`config.mk`:
```
export PLATFORM = sky130hd
export DESIGN_NAME = lp_stop_seq
export DESIGN_NICKNAME = d
export VERILOG_FILES = /design/src/rtl/lp_stop_pkg.sv /design/src/rtl/lp_wake_qual.sv /design/src/rtl/lp_stab_timer.sv /design/src/rtl/lp_imask_ctl.sv /design/src/rtl/lp_stop_seq.sv
export SDC_FILE = /design/constraint.sdc
export NUM_CORES = 1
export LEC_CHECK = 0
export ABC_CLOCK_PERIOD_IN_PS = 2050
export BUFFER_PORTS_ARGS = -buffer_cell sky130_fd_sc_hd__buf_2
export CAP_MARGIN = 20
export CORE_UTILIZATION = 40
export DETAILED_ROUTE_END_ITERATION = 16
export HOLD_SLACK_MARGIN = 0.02
export PLACE_DENSITY = 0.63
export REMOVE_ABC_BUFFERS = 1
export SYNTH_ARGS = -nofsm -noshare
export SYNTH_HDL_FRONTEND = slang
export SYNTH_HIERARCHICAL = 1
export SYNTH_SLANG_ARGS = --single-unit
```
`constraint.sdc`:
```
create_clock -name clk -period 2.05 [get_ports clk]
set_input_delay 0.205 -clock clk [delete_from_list [all_inputs] [get_ports clk]]
set_output_delay 0.205 -clock clk [all_outputs]
set_load 0.1 [all_outputs]
```
`src/rtl/lp_stop_pkg.sv`:
```
package lp_stop_pkg;

    typedef enum logic [1:0] {
        ST_RUN   = 2'd0,
        ST_HALT  = 2'd1,
        ST_AHALT = 2'd2,
        ST_WAKE  = 2'd3
    } stop_state_e;

    typedef enum logic {
        VEC_IRQ = 1'b0,
        VEC_RST = 1'b1
    } resume_src_e;

    typedef struct packed {
        logic hit;
        logic by_rst;
    } wake_evt_t;

    typedef struct packed {
        logic osc;
        logic cpu;
        logic per;
    } clk_ctl_t;

    function automatic logic halt_traps_wdg(input logic wdg_on, input logic opt);
        return wdg_on & opt;
    endfunction

    function automatic clk_ctl_t clk_ctl_for(input stop_state_e s);
        clk_ctl_t c;
        c.osc = (s != ST_HALT);
        c.cpu = (s == ST_RUN);
        c.per = (s == ST_RUN);
        return c;
    endfunction

endpackage

```
`src/rtl/lp_wake_qual.sv`:
```
module lp_wake_qual
    import lp_stop_pkg::*;
#(
    parameter int N_IRQ = 4
) (
    input  stop_state_e       st,
    input  logic [N_IRQ-1:0]  gen_irq,
    input  logic              rtc_irq,
    input  logic              arl_irq,
    input  logic              ext_rst,
    output wake_evt_t         evt
);
    logic gen_any;
    logic tmr_any;

    generate
        if (N_IRQ > 1) begin : g_multi
            assign gen_any = |gen_irq;
        end else begin : g_single
            assign gen_any = gen_irq[0];
        end
    endgenerate

    assign tmr_any = rtc_irq | arl_irq;

    always_comb begin
        evt.by_rst = ext_rst;
        unique case (st)
            ST_HALT:  evt.hit = gen_any | tmr_any | ext_rst;
            ST_AHALT: evt.hit = tmr_any | ext_rst;
            ST_WAKE:  evt.hit = ext_rst;
            default:  evt.hit = 1'b0;
        endcase
        if (st == ST_RUN) begin
            evt.by_rst = 1'b0;
        end
    end
endmodule

```
`src/rtl/lp_stab_timer.sv`:
```
module lp_stab_timer #(
    parameter int DELAY = 64
) (
    input  logic clk,
    input  logic rst,
    input  logic clear,
    input  logic run,
    output logic done
);
    localparam int CW = $clog2(DELAY + 1);
    localparam logic [CW-1:0] LAST = CW'(DELAY - 1);

    logic [CW-1:0] cnt_q;

    always_ff @(posedge clk) begin
        if (rst || clear) begin
            cnt_q <= '0;
        end else if (run && cnt_q != LAST) begin
            cnt_q <= cnt_q + 1'b1;
        end
    end

    assign done = run && (cnt_q == LAST);
endmodule

```
`src/rtl/lp_imask_ctl.sv`:
```
module lp_imask_ctl (
    input  logic clk,
    input  logic rst,
    input  logic stop_enter,
    input  logic isr_enter,
    input  logic isr_return,
    output logic imask
);
    always_ff @(posedge clk) begin
        if (rst) begin
            imask <= 1'b1;
        end else if (stop_enter) begin
            imask <= 1'b0;
        end else if (isr_enter) begin
            imask <= 1'b1;
        end else if (isr_return) begin
            imask <= 1'b0;
        end
    end
endmodule

```
`src/rtl/lp_stop_seq.sv`:
```
module lp_stop_seq
    import lp_stop_pkg::*;
#(
    parameter int N_IRQ = 4,
    parameter int DELAY = 64
) (
    input  logic             clk,
    input  logic             rst,
    input  logic             halt_req,
    input  logic             ahalt_en,
    input  logic             wdg_halt_rst,
    input  logic             wdg_on,
    input  logic [N_IRQ-1:0] gen_irq,
    input  logic             rtc_irq,
    input  logic             arl_irq,
    input  logic             ext_rst_req,
    input  logic             isr_enter,
    input  logic             isr_return,
    output logic             osc_en,
    output logic             cpu_clk_en,
    output logic             per_clk_en,
    output logic             imask,
    output logic             resume,
    output logic             resume_vec,
    output logic             wdg_rst,
    output logic [1:0]       state_o
);
    stop_state_e st_q, st_d;
    resume_src_e vec_q, vec_d;
    logic        res_q, res_d;
    logic        wdg_q, wdg_d;
    logic        stop_enter;
    logic        tmr_clr;
    logic        tmr_done;
    wake_evt_t   evt;
    clk_ctl_t    gates;

    lp_wake_qual #(.N_IRQ(N_IRQ)) u_qual (
        .st      (st_q),
        .gen_irq (gen_irq),
        .rtc_irq (rtc_irq),
        .arl_irq (arl_irq),
        .ext_rst (ext_rst_req),
        .evt     (evt)
    );

    lp_stab_timer #(.DELAY(DELAY)) u_timer (
        .clk   (clk),
        .rst   (rst),
        .clear (tmr_clr),
        .run   (st_q == ST_WAKE),
        .done  (tmr_done)
    );

    lp_imask_ctl u_mask (
        .clk        (clk),
        .rst        (rst),
        .stop_enter (stop_enter),
        .isr_enter  (isr_enter),
        .isr_return (isr_return),
        .imask      (imask)
    );

    always_comb begin
        st_d       = st_q;
        vec_d      = vec_q;
        res_d      = 1'b0;
        wdg_d      = 1'b0;
        stop_enter = 1'b0;
        tmr_clr    = 1'b0;
        unique case (st_q)
            ST_RUN: begin
                if (halt_req) begin
                    if (halt_traps_wdg(wdg_on, wdg_halt_rst)) begin
                        wdg_d = 1'b1;
                    end else begin
                        stop_enter = 1'b1;
                        st_d       = ahalt_en ? ST_AHALT : ST_HALT;
                    end
                end
            end
            ST_HALT: begin
                if (evt.hit) begin
                    st_d    = ST_WAKE;
                    tmr_clr = 1'b1;
                    vec_d   = evt.by_rst ? VEC_RST : VEC_IRQ;
                end
            end
            ST_AHALT: begin
                if (evt.hit) begin
                    if (evt.by_rst) begin
                        st_d    = ST_WAKE;
                        tmr_clr = 1'b1;
                        vec_d   = VEC_RST;
                    end else begin
                        st_d  = ST_RUN;
                        res_d = 1'b1;
                        vec_d = VEC_IRQ;
                    end
                end
            end
            ST_WAKE: begin
                if (evt.by_rst) begin
                    vec_d = VEC_RST;
                end
                if (tmr_done) begin
                    st_d  = ST_RUN;
                    res_d = 1'b1;
                end
            end
            default: st_d = ST_RUN;
        endcase
    end

    always_ff @(posedge clk) begin
        if (rst) begin
            st_q  <= ST_RUN;
            vec_q <= VEC_IRQ;
            res_q <= 1'b0;
            wdg_q <= 1'b0;
        end else begin
            st_q  <= st_d;
            vec_q <= vec_d;
            res_q <= res_d;
            wdg_q <= wdg_d;
        end
    end

    assign gates      = clk_ctl_for(st_q);
    assign osc_en     = gates.osc;
    assign cpu_clk_en = gates.cpu;
    assign per_clk_en = gates.per;
    assign resume     = res_q;
    assign resume_vec = vec_q;
    assign wdg_rst    = wdg_q;
    assign state_o    = st_q;
endmodule

```
==> results of run 1 <==
-- routing by layer --
| metal | global-route usage | routed length (um) |
|---|---|---|
| met1 | 0.2089 | 825 |
| met2 | 0.2946 | 893 |
| met3 | 0.02264 | 36 |
| met4 | 0.06667 | 10 |
| met5 | 0 | 0 |
-- worst max-delay path, delay by kind of cell (launching register included) --
kind | cells | cell delay, ns
buf+inv | 1 | 0.09
fa+ha+maj | 1 | 0.23
compound gates | 1 | 0.34
flops | 1 | 0.38
simple gates | 4 | 0.48
mux | 1 | 0.32
-- cells by family after synthesis --
kind of cell,Yosys count,share of synthesized area
simple gates,38,0.2478
compound gates,23,0.2080
fa+ha+maj,10,0.1475
buf+inv,9,0.04425
flops,13,0.3068
xor+xnor,1,0.01033
mux,2,0.03540
-- state kept, by name, indices dropped and copies added (netlist names) --
| signal | cells |
|---|---|
| resume | 1 |
| resume_vec | 1 |
| state_o | 2 |
| u_mask/imask | 1 |
| u_timer/cnt_q | 7 |
| wdg_rst | 1 |
-- cell usage in the layout (no fill, tap or decap), types with 3 or more instances in the layout --
cell      Yosys  final
clkbuf_4      0      3
ha_1         10      9
buf_4         1      6
nor3_1        3      3
buf_2         0     23
o21ai_0       5      5
inv_1         8      8
nor2_1        6      6
a31oi_1       4      4
nand2_1       8      8
dfxtp_1      13     12
nand3_1       3      3
a21oi_1       5      5
-- per-stage QoR --
step	hold WS [ns]	setup TNS, ns	util	power [mW]	instances
floorplan	0.2741	-9.558	-	1.177	95
global placement	0.4089	0	0.5221	0.9014	151
detailed placement	0.4149	0	0.5221	0.9080	151
CTS	0.1267	0	0.5354	1.070	155
global route	0.1402	0	0.5372	1.123	155
finish	0.1367	0	0.5372	1.064	155
-- worst min path at each step --
| stage | start | slack (ns) | endpoint | cells past startpoint |
|---|---|---|---|---|
| floorplan | rst | 0.27 | resume | 1 |
| global placement | isr_enter | 0.41 | u_mask/imask | 2 |
| detailed placement | isr_enter | 0.41 | u_mask/imask | 2 |
| CTS | isr_enter | 0.13 | u_mask/imask | 2 |
| global route | isr_enter | 0.14 | u_mask/imask | 2 |
| finish | isr_enter | 0.14 | u_mask/imask | 2 |
-- power by group --
group / total, mW / leakage [nW] / internal, mW / switching (mW)
logic: 0.615 / 0.346 / 0.167 / 0.448
registers: 0.289 / 0.106 / 0.274 / 0.0153
clock network: 0.159 / 0.0150 / 0.0752 / 0.0839
-- what timing repair did --
action | in CTS | in global routing
setup endpoints to repair | 0 | 2
resized for setup | 0 | 2
setup buffers | 0 | 0
-- layout make-up --
type / count / share of cell area
Sequential cell: 13 / 0.2456
Inverter: 8 / 0.02820
Timing Repair Buffer: 29 / 0.1504
Tap cell: 27 / 0.03173
Clock buffer: 4 / 0.02468
Multi-Input combinational cell: 74 / 0.5194
==> out/qor.csv, run 1 <==
stage,metric,value,unit
drt,Iteration-0 DRC Markers,11,
cts,CTS max path bufs,2,
setup_path,Worst R2R End,state_o[1],
cts,H-tree levels,1,
run_status,status,finished clean,
die,Die H,48.05,um
logic_synthesis,Synth area leader,dfxtp_1,
logic_synthesis,Synth Flop Type,dfxtp_1,
grt,vias in the first global route,640,
grt,global-route wire length before repair,2691,um
placement,Post-DP HPWL,1419,um
timing,Period minus WS final,1.933,ns
timing,final hold vios,0,
setup_path,Critical Setup Path Class,reg2reg,
placement,PortBufs,23,
setup_path,CP endpoint,state_o[1],
drt,DRC Markers,0,
timing,final worst setup slack,0.1175,ns
logic_synthesis,"count leader, synth",dfxtp_1,
power_and_ir_drop,"IR drop worst, VDD",0.7167,mV
placement,Area after DPL,1035,um^2
placement,Final GP Congestion,0.7897,
logic_synthesis,synth cell count leaders,"dfxtp_1 (13), ha_1 (10), inv_1 (8), nand2_1 (8), nor2_1 (6)",
die,die area,2309,um^2
cells_and_area,Synth-to-Final Area Change,25.52,%
flow_run,Max-cap violations,0,
die,row count,16,
die,Die X,48.05,um
drt,Via Count,777,
timing,Slew @ Worst Pin,0.4850,ns
placement,dpl ws,0.09732,ns
cells_and_area,fill count,191,
die,io pins,24,
setup_path,crit-path max FO,3,
logic_synthesis,Post-synth EDFFs,0,
setup_path,R2R Path Start,u_timer/cnt_q[0],
drt,Final ANT Viol Nets,0,
logic_synthesis,synthesized flop and latch total,13,
setup_path,Critical Path AT,2.09,ns
logic_synthesis,YS warnings,6,
setup_path,CP cell instances,"ha_2, nand2_1, nor2_1, nand3_1, nor2_1, inv_1, a221oi_4, mux2_4",
cells_and_area,Layout Nets,154,
cts,Worst-path clk slew,0.08,ns
cts,CTS root buf,clkbuf_4,
cts,CTS Buf Count,3,
timing,Rel. slew slack,0.6789,
setup_path,Worst R2R Path Depth,8,
setup_path,WP data required,2.21,ns
setup_path,CP max stage cell,dfxtp_1,
cells_and_area,Storage cell area,261.5,um^2
drt,detailed-route wire length,1765,um
logic_synthesis,post-synthesis cell area,848.3,um^2
cts,CTS tree,built,
timing,RSZ-0062 raised after global routing,false,
grt,largest net degree at the start of global routing,13,
cells_and_area,Final Cell Area,1065,um^2
drt,Vias/cell,5.013,
grt,total overflow reported by the global router,0,
setup_path,Crit. End Element,flop,
setup_path,"setup slack, reg-to-reg",0.12,ns
die,Initial Util,0.4280,
drt,WL per Instance,11.39,um
setup_path,CP max stage delay,0.38,ns
logic_synthesis,Synth cell types,35,
power_and_ir_drop,PD cells,999.0,nW/um^2
power_and_ir_drop,Leak Pwr,0.4672,nW
cts,worst skew pair latency,0.27,ns
cells_and_area,multi-input logic area,553.0,um^2
grt,total track usage,0.1693,
cells_and_area,ant diodes,0,
timing,Worst Skew,0.003334,ns
die,core footprint,1982,um^2
logic_synthesis,Post-Synthesis Mean Instance Area,8.837,um^2
cells_and_area,layout cells sized above 1,0.3359,
logic_synthesis,top-area cell type share of the netlist area,0.3068,
cts,hold_buf cts,0,
logic_synthesis,sequential element share of the synthesized area,0.3068,
timing,final period utilization,0.9427,
grt,initial antenna violation count,0,
worst_hold_path,HP Class,in2reg,
cts,CTS sink cnt,13,
setup_path,CP most frequent cell,nor2_1,
timing,Setup Viol. Count Final,0,
drt,Pre-antenna DRT Iters,4,
setup_path,Setup crit start,u_timer/cnt_q[0],
logic_synthesis,Synth area leaders,"dfxtp_1 (31%), ha_1 (15%), inv_1 (3.5%), mux2_4 (3.5%), nand2_1 (3.5%)",
timing,max-slew violations,0,
logic_synthesis,ys async rst share,0,
timing,max frequency,517.5,MHz
logic_synthesis,Syn Inst Count,96,
setup_path,crit start category,flop,
No activity file was read; power rests on OpenSTA's default activity.
==> run 2: changes to the inputs <==
ABC_AREA = 1   (was not set)
==> out/qor.csv, run 2 <==
stage,metric,value,unit,change
cells_and_area,Layout Nets,194,,+26%
drt,Vias/cell,4.541,,-9.4%
cells_and_area,most frequent cells in the layout,"nand2_1 (39), inv_1 (23), buf_2 (23)",,
die,core footprint,2191,um^2,+11%
run_status,status,finished clean,,
timing,final period utilization,0.9281,,-0.01460
cells_and_area,"most common cell after layout, fill and taps aside",nand2_1,,
cells_and_area,fill count,234,,+23%
logic_synthesis,synthesized flop and latch total,13,,unchanged
timing,final worst setup slack,0.1474,ns,+0.02994 ns
grt,vias in the first global route,786,,+23%
setup_path,Setup crit start,state_o[1],,
die,Initial Util,0.4238,,-0.004273
logic_synthesis,Post-synth EDFFs,0,,unchanged
placement,PortBufs,23,,unchanged
timing,max frequency,525.6,MHz,+1.6%
grt,total overflow reported by the global router,0,,unchanged
timing,final hold slack,0.1427,ns,+0.005948 ns
die,Die H,50.18,um,+4.4%
cells_and_area,ant diodes,0,,unchanged
timing,Setup Viol. Count Final,0,,unchanged
placement,Final GP Congestion,0.8542,,+8.2%
grt,largest net degree at the start of global routing,12,,-1
cells_and_area,Reg with most FFs,u_timer/cnt_q,,
cells_and_area,max FFs per register,7,,unchanged
timing,Slew @ Worst Pin,0.4874,ns,+0.002464 ns
logic_synthesis,ys async rst share,0,,unchanged
timing,final hold vios,0,,unchanged
setup_path,Worst R2R Path Depth,10,,+2
power_and_ir_drop,"IR drop worst, VDD",1.232,mV,+72%
placement,Post-DP HPWL,1426,um,+0.46%
timing,Worst Skew,0.008903,ns,+0.005568 ns
drt,Pre-antenna DRT Iters,4,,unchanged
grt,global-route wire length before repair,3312,um,+23%
logic_synthesis,Synth area leaders,"dfxtp_1 (28%), nand2_1 (16%), ha_1 (13%), inv_1 (9.3%), nor2_1 (8.1%)",,
timing,Rel. slew slack,0.6773,,-0.001631
logic_synthesis,synth cell count leaders,"nand2_1 (39), inv_1 (23), nor2_1 (20), dfxtp_1 (13), nand3_1 (12)",,
cts,CTS Buf Count,3,,unchanged
timing,RSZ-0062 raised after global routing,false,,
drt,Final ANT Viol Nets,0,,unchanged
cts,worst skew pair latency,0.29,ns,+0.02 ns
setup_path,Critical Path AT,1.70,ns,-0.39 ns
setup_path,crit start category,flop,,
setup_path,Worst R2R End,u_timer/cnt_q[5],,
logic_synthesis,YS warnings,6,,unchanged
logic_synthesis,Syn Inst Count,142,,+48%
setup_path,Critical Setup Path Class,reg2out,,
cells_and_area,layout cells sized above 1,0.2083,,-0.1276
cts,hold_buf cts,0,,unchanged
cells_and_area,Synth-to-Final Area Change,17.79,%,
grt,total track usage,0.1729,,+0.003569
cts,Worst-path clk slew,0.09,ns,about the same
die,Die X,50.18,um,+4.4%
logic_synthesis,Synth area leader,dfxtp_1,,
drt,Via Count,890,,+15%
logic_synthesis,sequential element share of the synthesized area,0.2803,,-0.02646
setup_path,R2R Path Start,state_o[1],,
cts,CTS sink cnt,13,,unchanged
grt,initial antenna violation count,0,,unchanged
setup_path,crit-path max FO,9,,+6
cts,CTS max path bufs,2,,unchanged
cts,CTS root buf,clkbuf_4,,
drt,detailed-route wire length,1816,um,+2.9%
worst_hold_path,HP Class,in2reg,,
die,die area,2518,um^2,+9.0%
drt,WL per Instance,9.265,um,-19%
setup_path,WP data required,1.85,ns,-0.36 ns
logic_synthesis,top-area cell type share of the netlist area,0.2803,,-0.02646
cts,Post-CTS Setup Inserts,0,,unchanged
die,row count,17,,+1
setup_path,"setup slack, reg-to-reg",0.21,ns,+0.09 ns
logic_synthesis,"count leader, synth",nand2_1,,
drt,Iteration-0 DRC Markers,19,,+8
setup_path,Crit. End Element,output pin,,
logic_synthesis,Post-Synthesis Mean Instance Area,6.538,um^2,-26%
power_and_ir_drop,Leak Pwr,0.5544,nW,+19%
logic_synthesis,Synth Flop Type,dfxtp_1,,
cts,CTS tree,built,,
cells_and_area,Post-Layout Cell Count,196,,+26%
drt,DRC Markers,0,,unchanged
timing,Period minus WS final,1.903,ns,-0.02994 ns
logic_synthesis,Synth cell types,21,,-40%
setup_path,CP endpoint,osc_en,,
cts,cts repair resizes,0,,unchanged
logic_synthesis,post-synthesis cell area,928.4,um^2,+9.4%
placement,dpl ws,0.2308,ns,+0.1334 ns
flow_run,Max-cap violations,0,,unchanged
die,io pins,24,,unchanged
power_and_ir_drop,PD cells,1442,nW/um^2,+44%
cts,H-tree levels,1,,unchanged
placement,Placed Cells,192,,+27%
timing,max-slew violations,0,,unchanged
-- run 2: cell count changes after synthesis, moves of 3 or more --
cell     delta
a21oi_1     +4
nor2_1     +14
o21ai_0     -3
a31oi_1     -4
nand3_1     +9
nand2_1    +31
inv_1      +15
-- run 2: metrics by stage --
stage,util,area (um^2),power (mW),setup TNS (ns)
after detailed placement,0.4872,1067,1.420,0
after floorplan,-,909.6,1.245,-11.68
after CTS,0.4991,1094,1.596,0
after global placement,0.4872,1067,1.407,0
after global routing,0.4991,1094,1.703,0
final,0.4991,1094,1.577,0
-- run 2: worst min-delay path by stage --
| stage | to | slack (ns) | cells past startpoint | startpoint |
|---|---|---|---|---|
| 3_3_place_gp | wdg_rst | 0.45 | 3 | wdg_halt_rst |
| 2_1_floorplan | resume_vec | 0.27 | 1 | rst |
| 3_5_place_dp | wdg_rst | 0.45 | 3 | wdg_halt_rst |
| 5_1_grt | wdg_rst | 0.15 | 3 | wdg_halt_rst |
| 4_1_cts | wdg_rst | 0.14 | 3 | wdg_halt_rst |
| 6_report | wdg_rst | 0.14 | 3 | wdg_halt_rst |
-- run 2: layout make-up --
cell class / instances / area (um^2) / share of cell area
clock buffers: 4 / 26.28 / 0.02403
inverters: 24 / 90.09 / 0.08238
repair buffers: 24 / 122.6 / 0.1121
flip-flops and latches: 13 / 260.3 / 0.2380
multi-input cells: 103 / 559.3 / 0.5114
well taps: 28 / 35.03 / 0.03204
-- run 2: worst max-delay path: stages (launching register included) --
cell and delay (ns):
dfxtp_1 0.51, inv_1 0.16, ha_1 0.23, inv_1 0.08, buf_2 0.42
-- run 2: layer usage --
layer  GRT usage  routed length [um]
met1      0.1978                 831
met2      0.3067                 897
met3     0.06364                  76
met4     0.02857                  10
met5           0                   0
-- run 2: logic make-up after synthesis --
family          after synthesis  share of synthesized area
buf+inv                      26                     0.1172
flops                        13                     0.2803
compound gates               13                    0.07682
fa+ha+maj                    10                     0.1348
simple gates                 80                     0.3908
-- run 2: power breakdown --
part	internal, mW	leakage [nW]	switching (mW)
sequential	0.287	0.106	0.0492
clock	0.0756	0.0150	0.0944
combinational	0.245	0.434	0.825
==> run 3: changes to the inputs <==
PLACE_DENSITY = 0.64   (was 0.63)
SYNTH_HIERARCHICAL = not set   (was 1)
==> out/qor.csv, run 3 <==
stage,metric,value,unit,change
power_and_ir_drop,Sw Pwr,0.9523,mW,-1.7%
setup_path,crit-path max FO,7,,-2
timing,final period utilization,0.8649,,-0.06317
placement,Post-DP HPWL,1319,um,-7.5%
cts,cts repair resizes,0,,unchanged
timing,final worst setup slack,0.2769,ns,+0.1295 ns
logic_synthesis,synthesized flop and latch total,13,,unchanged
cells_and_area,most frequent cells in the layout,"nand2_1 (30), buf_2 (23), inv_1 (18)",,
drt,detailed-route wire length,1696,um,-6.6%
cells_and_area,Final Cell Area,1005,um^2,-8.1%
die,die area,2280,um^2,-9.5%
timing,final hold vios,0,,unchanged
drt,DRC Markers,0,,unchanged
setup_path,CP cell instances,"inv_1, ha_1, buf_2",,
logic_synthesis,Post-synth EDFFs,0,,unchanged
power_and_ir_drop,sequential share of power,0.212,,about the same
drt,WL per Instance,9.860,um,+6.4%
logic_synthesis,ys async rst share,0,,unchanged
placement,PortBufs,23,,unchanged
logic_synthesis,"count leader, synth",nand2_1,,
placement,dpl ws,0.4104,ns,+0.1797 ns
cts,CTS root buf,clkbuf_4,,
setup_path,crit start category,flop,,
timing,TNS Setup,0,ns,unchanged
grt,vias in the first global route,647,,-18%
drt,Via Count,762,,-14%
setup_path,WP data required,1.85,ns,about the same
grt,largest net degree at the start of global routing,9,,-3
setup_path,CP max stage cell,buf_2,,
setup_path,worst path bufs/invs,2,,-1
setup_path,CP max stage delay,0.48,ns,-0.03 ns
die,Initial Util,0.4267,,+0.002900
timing,final hold slack,0.1088,ns,-0.03392 ns
power_and_ir_drop,PD cells,1517,nW/um^2,+5.2%
logic_synthesis,Syn Inst Count,119,,-16%
logic_synthesis,synth cell count leaders,"nand2_1 (30), inv_1 (18), dfxtp_1 (13), nor2_1 (12), a21oi_2 (7)",,
cells_and_area,layout cells sized above 1,0.3103,,+0.1020
cells_and_area,Reg with most FFs,u_timer.cnt_q,,
grt,total track usage,0.1717,,-0.001247
logic_synthesis,sequential element share of the synthesized area,0.3109,,+0.03059
logic_synthesis,Post-Synthesis Mean Instance Area,7.034,um^2,+7.6%
timing,Period minus WS final,1.773,ns,-0.1295 ns
cells_and_area,Layout Nets,167,,-14%
placement,Final GP Congestion,0.7466,,-13%
logic_synthesis,Synth area leaders,"dfxtp_1 (31%), nand2_1 (13%), ha_1 (9.0%), inv_1 (8.1%), a21oi_2 (7.3%)",,
power_and_ir_drop,switching share of power,0.6247,,+0.01025
cts,Post-CTS Setup Inserts,0,,unchanged
cts,H-tree levels,1,,unchanged
drt,Vias/cell,4.430,,-2.4%
logic_synthesis,post-synthesis cell area,837.1,um^2,-9.8%
flow_run,Max-cap violations,0,,unchanged
cells_and_area,ant diodes,0,,unchanged
grt,total overflow reported by the global router,0,,unchanged
timing,Rel. slew slack,0.6749,,-0.002324
cts,CTS tree,built,,
die,core footprint,1962,um^2,-10%
setup_path,"CP delay by family, top",buffers and inverters,,
timing,Slew @ Worst Pin,0.4910,ns,+0.003510 ns
setup_path,Critical Setup Path Class,reg2out,,
timing,Worst Skew,0.01180,ns,+0.002899 ns
logic_synthesis,YS warnings,0,,-6
cts,worst skew pair latency,0.29,ns,about the same
grt,global-route wire length before repair,2649,um,-20%
grt,initial antenna violation count,0,,unchanged
cts,Worst-path clk slew,0.09,ns,about the same
drt,Iteration-0 DRC Markers,5,,-14
die,row count,16,,-1
power_and_ir_drop,Clk pwr share,0.112,,+0.004
cells_and_area,Synth-to-Final Area Change,20.03,%,
power_and_ir_drop,Leak Pwr,0.4710,nW,-15%
setup_path,Crit. End Element,output pin,,
cells_and_area,multi-input logic area,494.2,um^2,-12%
drt,Final ANT Viol Nets,0,,unchanged
cts,CTS Buf Count,3,,unchanged
cts,CTS max path bufs,2,,unchanged
die,io pins,24,,unchanged
placement,Area after DPL,978.4,um^2,-8.3%
cells_and_area,Storage cell area,260.3,um^2,unchanged
logic_synthesis,Synth Flop Type,dfxtp_1,,
power_and_ir_drop,"IR drop worst, VDD",1.376,mV,+12%
logic_synthesis,Synth cell types,20,,-4.8%
cells_and_area,"most common cell after layout, fill and taps aside",nand2_1,,
cts,hold_buf cts,0,,unchanged
worst_hold_path,HP Class,in2reg,,
die,Die H,47.75,um,-4.8%
logic_synthesis,top-area cell type share of the netlist area,0.3109,,+0.03059
power_and_ir_drop,Comb pwr share,0.676,,-0.003
logic_synthesis,Synth area leader,dfxtp_1,,
setup_path,Critical Path AT,1.57,ns,-0.13 ns
timing,Setup Viol. Count Final,0,,unchanged
drt,Pre-antenna DRT Iters,4,,unchanged
run_status,status,finished clean,,
cells_and_area,fill count,219,,-6.4%
cells_and_area,max FFs per register,7,,unchanged
power_and_ir_drop,"Power, Total",1.524,mW,-3.3%
timing,max frequency,564.0,MHz,+7.3%
timing,max-slew violations,0,,unchanged
setup_path,"setup slack, reg-to-reg",0.40,ns,+0.19 ns
timing,RSZ-0062 raised after global routing,false,,
power_and_ir_drop,P_int,0.5722,mW,-5.9%
cts,CTS sink cnt,13,,unchanged
die,Die X,47.75,um,-4.8%
[run 3: cell count changes after synthesis, sizes merged, moves of 2 or more]
cell	delta
a21oi	+3
ha	-4
inv	-3
nand2	-6
nand3	-8
nor2	-10
nor3	+2
xor2	+3
[run 3: layout make-up]
cell class,count,area share
Timing Repair Buffer,23,0.1146
Inverter,20,0.07472
Tap cell,27,0.03362
Sequential cell,13,0.2590
Clock buffer,4,0.02615
Multi-Input combinational cell,85,0.4919
[run 3: path summary, 6_finish.rpt]
kind                                  from               end  depth (start not counted)
worst max-delay path            state_o[0]        per_clk_en                          3
worst min-delay path                   rst        resume_vec                          2
worst min register to register  resume_vec        resume_vec                          2
worst max register to register  state_o[1]  u_timer.cnt_q[4]                          7
[run 3: cell families (layout without fill, tap and decap cells)]
kind of cell | after synthesis | count (layout) | share of synthesized area
flip-flops | 13 | 13 | 0.3109
AO/OA/AOI/OAI | 17 | 17 | 0.1480
XOR/XNOR | 3 | 3 | 0.03140
buffers and inverters | 21 | 47 | 0.09866
AND/OR/NAND/NOR | 59 | 59 | 0.3214
adder cells (fa/ha/maj) | 6 | 6 | 0.08968
[run 3: power by group through the flow]
stage / logic (mW) / registers (mW) / clock network, mW
after floorplan: 0.661 / 0.533 / 0
after global placement: 1.03 / 0.324 / 0
after detailed placement: 1.03 / 0.329 / 0
after CTS: 1.04 / 0.323 / 0.178
after global routing: 1.12 / 0.332 / 0.185
final: 1.03 / 0.323 / 0.171
[run 3: worst reg2reg max path: stages (launching register included)]
cell and delay [ns]:
dfxtp_1 0.44, inv_1 0.11, ha_1 0.30, inv_1 0.06, a21oi_2 0.17, nand2_2 0.10
o21ai_4 0.30, a21oi_2 0.05
[run 3: metrics by stage]
step,utilization,std cells
after floorplan,-,118
after global placement,0.4987,168
after detailed placement,0.4987,168
after CTS,0.5121,172
after global routing,0.5121,172
final,0.5121,172
[run 3: metal layers]
layer / GRT usage / part of all wire / wire length, um
met1: 0.2230 / 0.52 / 874
met2: 0.2622 / 0.41 / 698
met3: 0.02264 / 0.042 / 71
met4: 0.1167 / 0.030 / 51
met5: 0 / 0 / 0
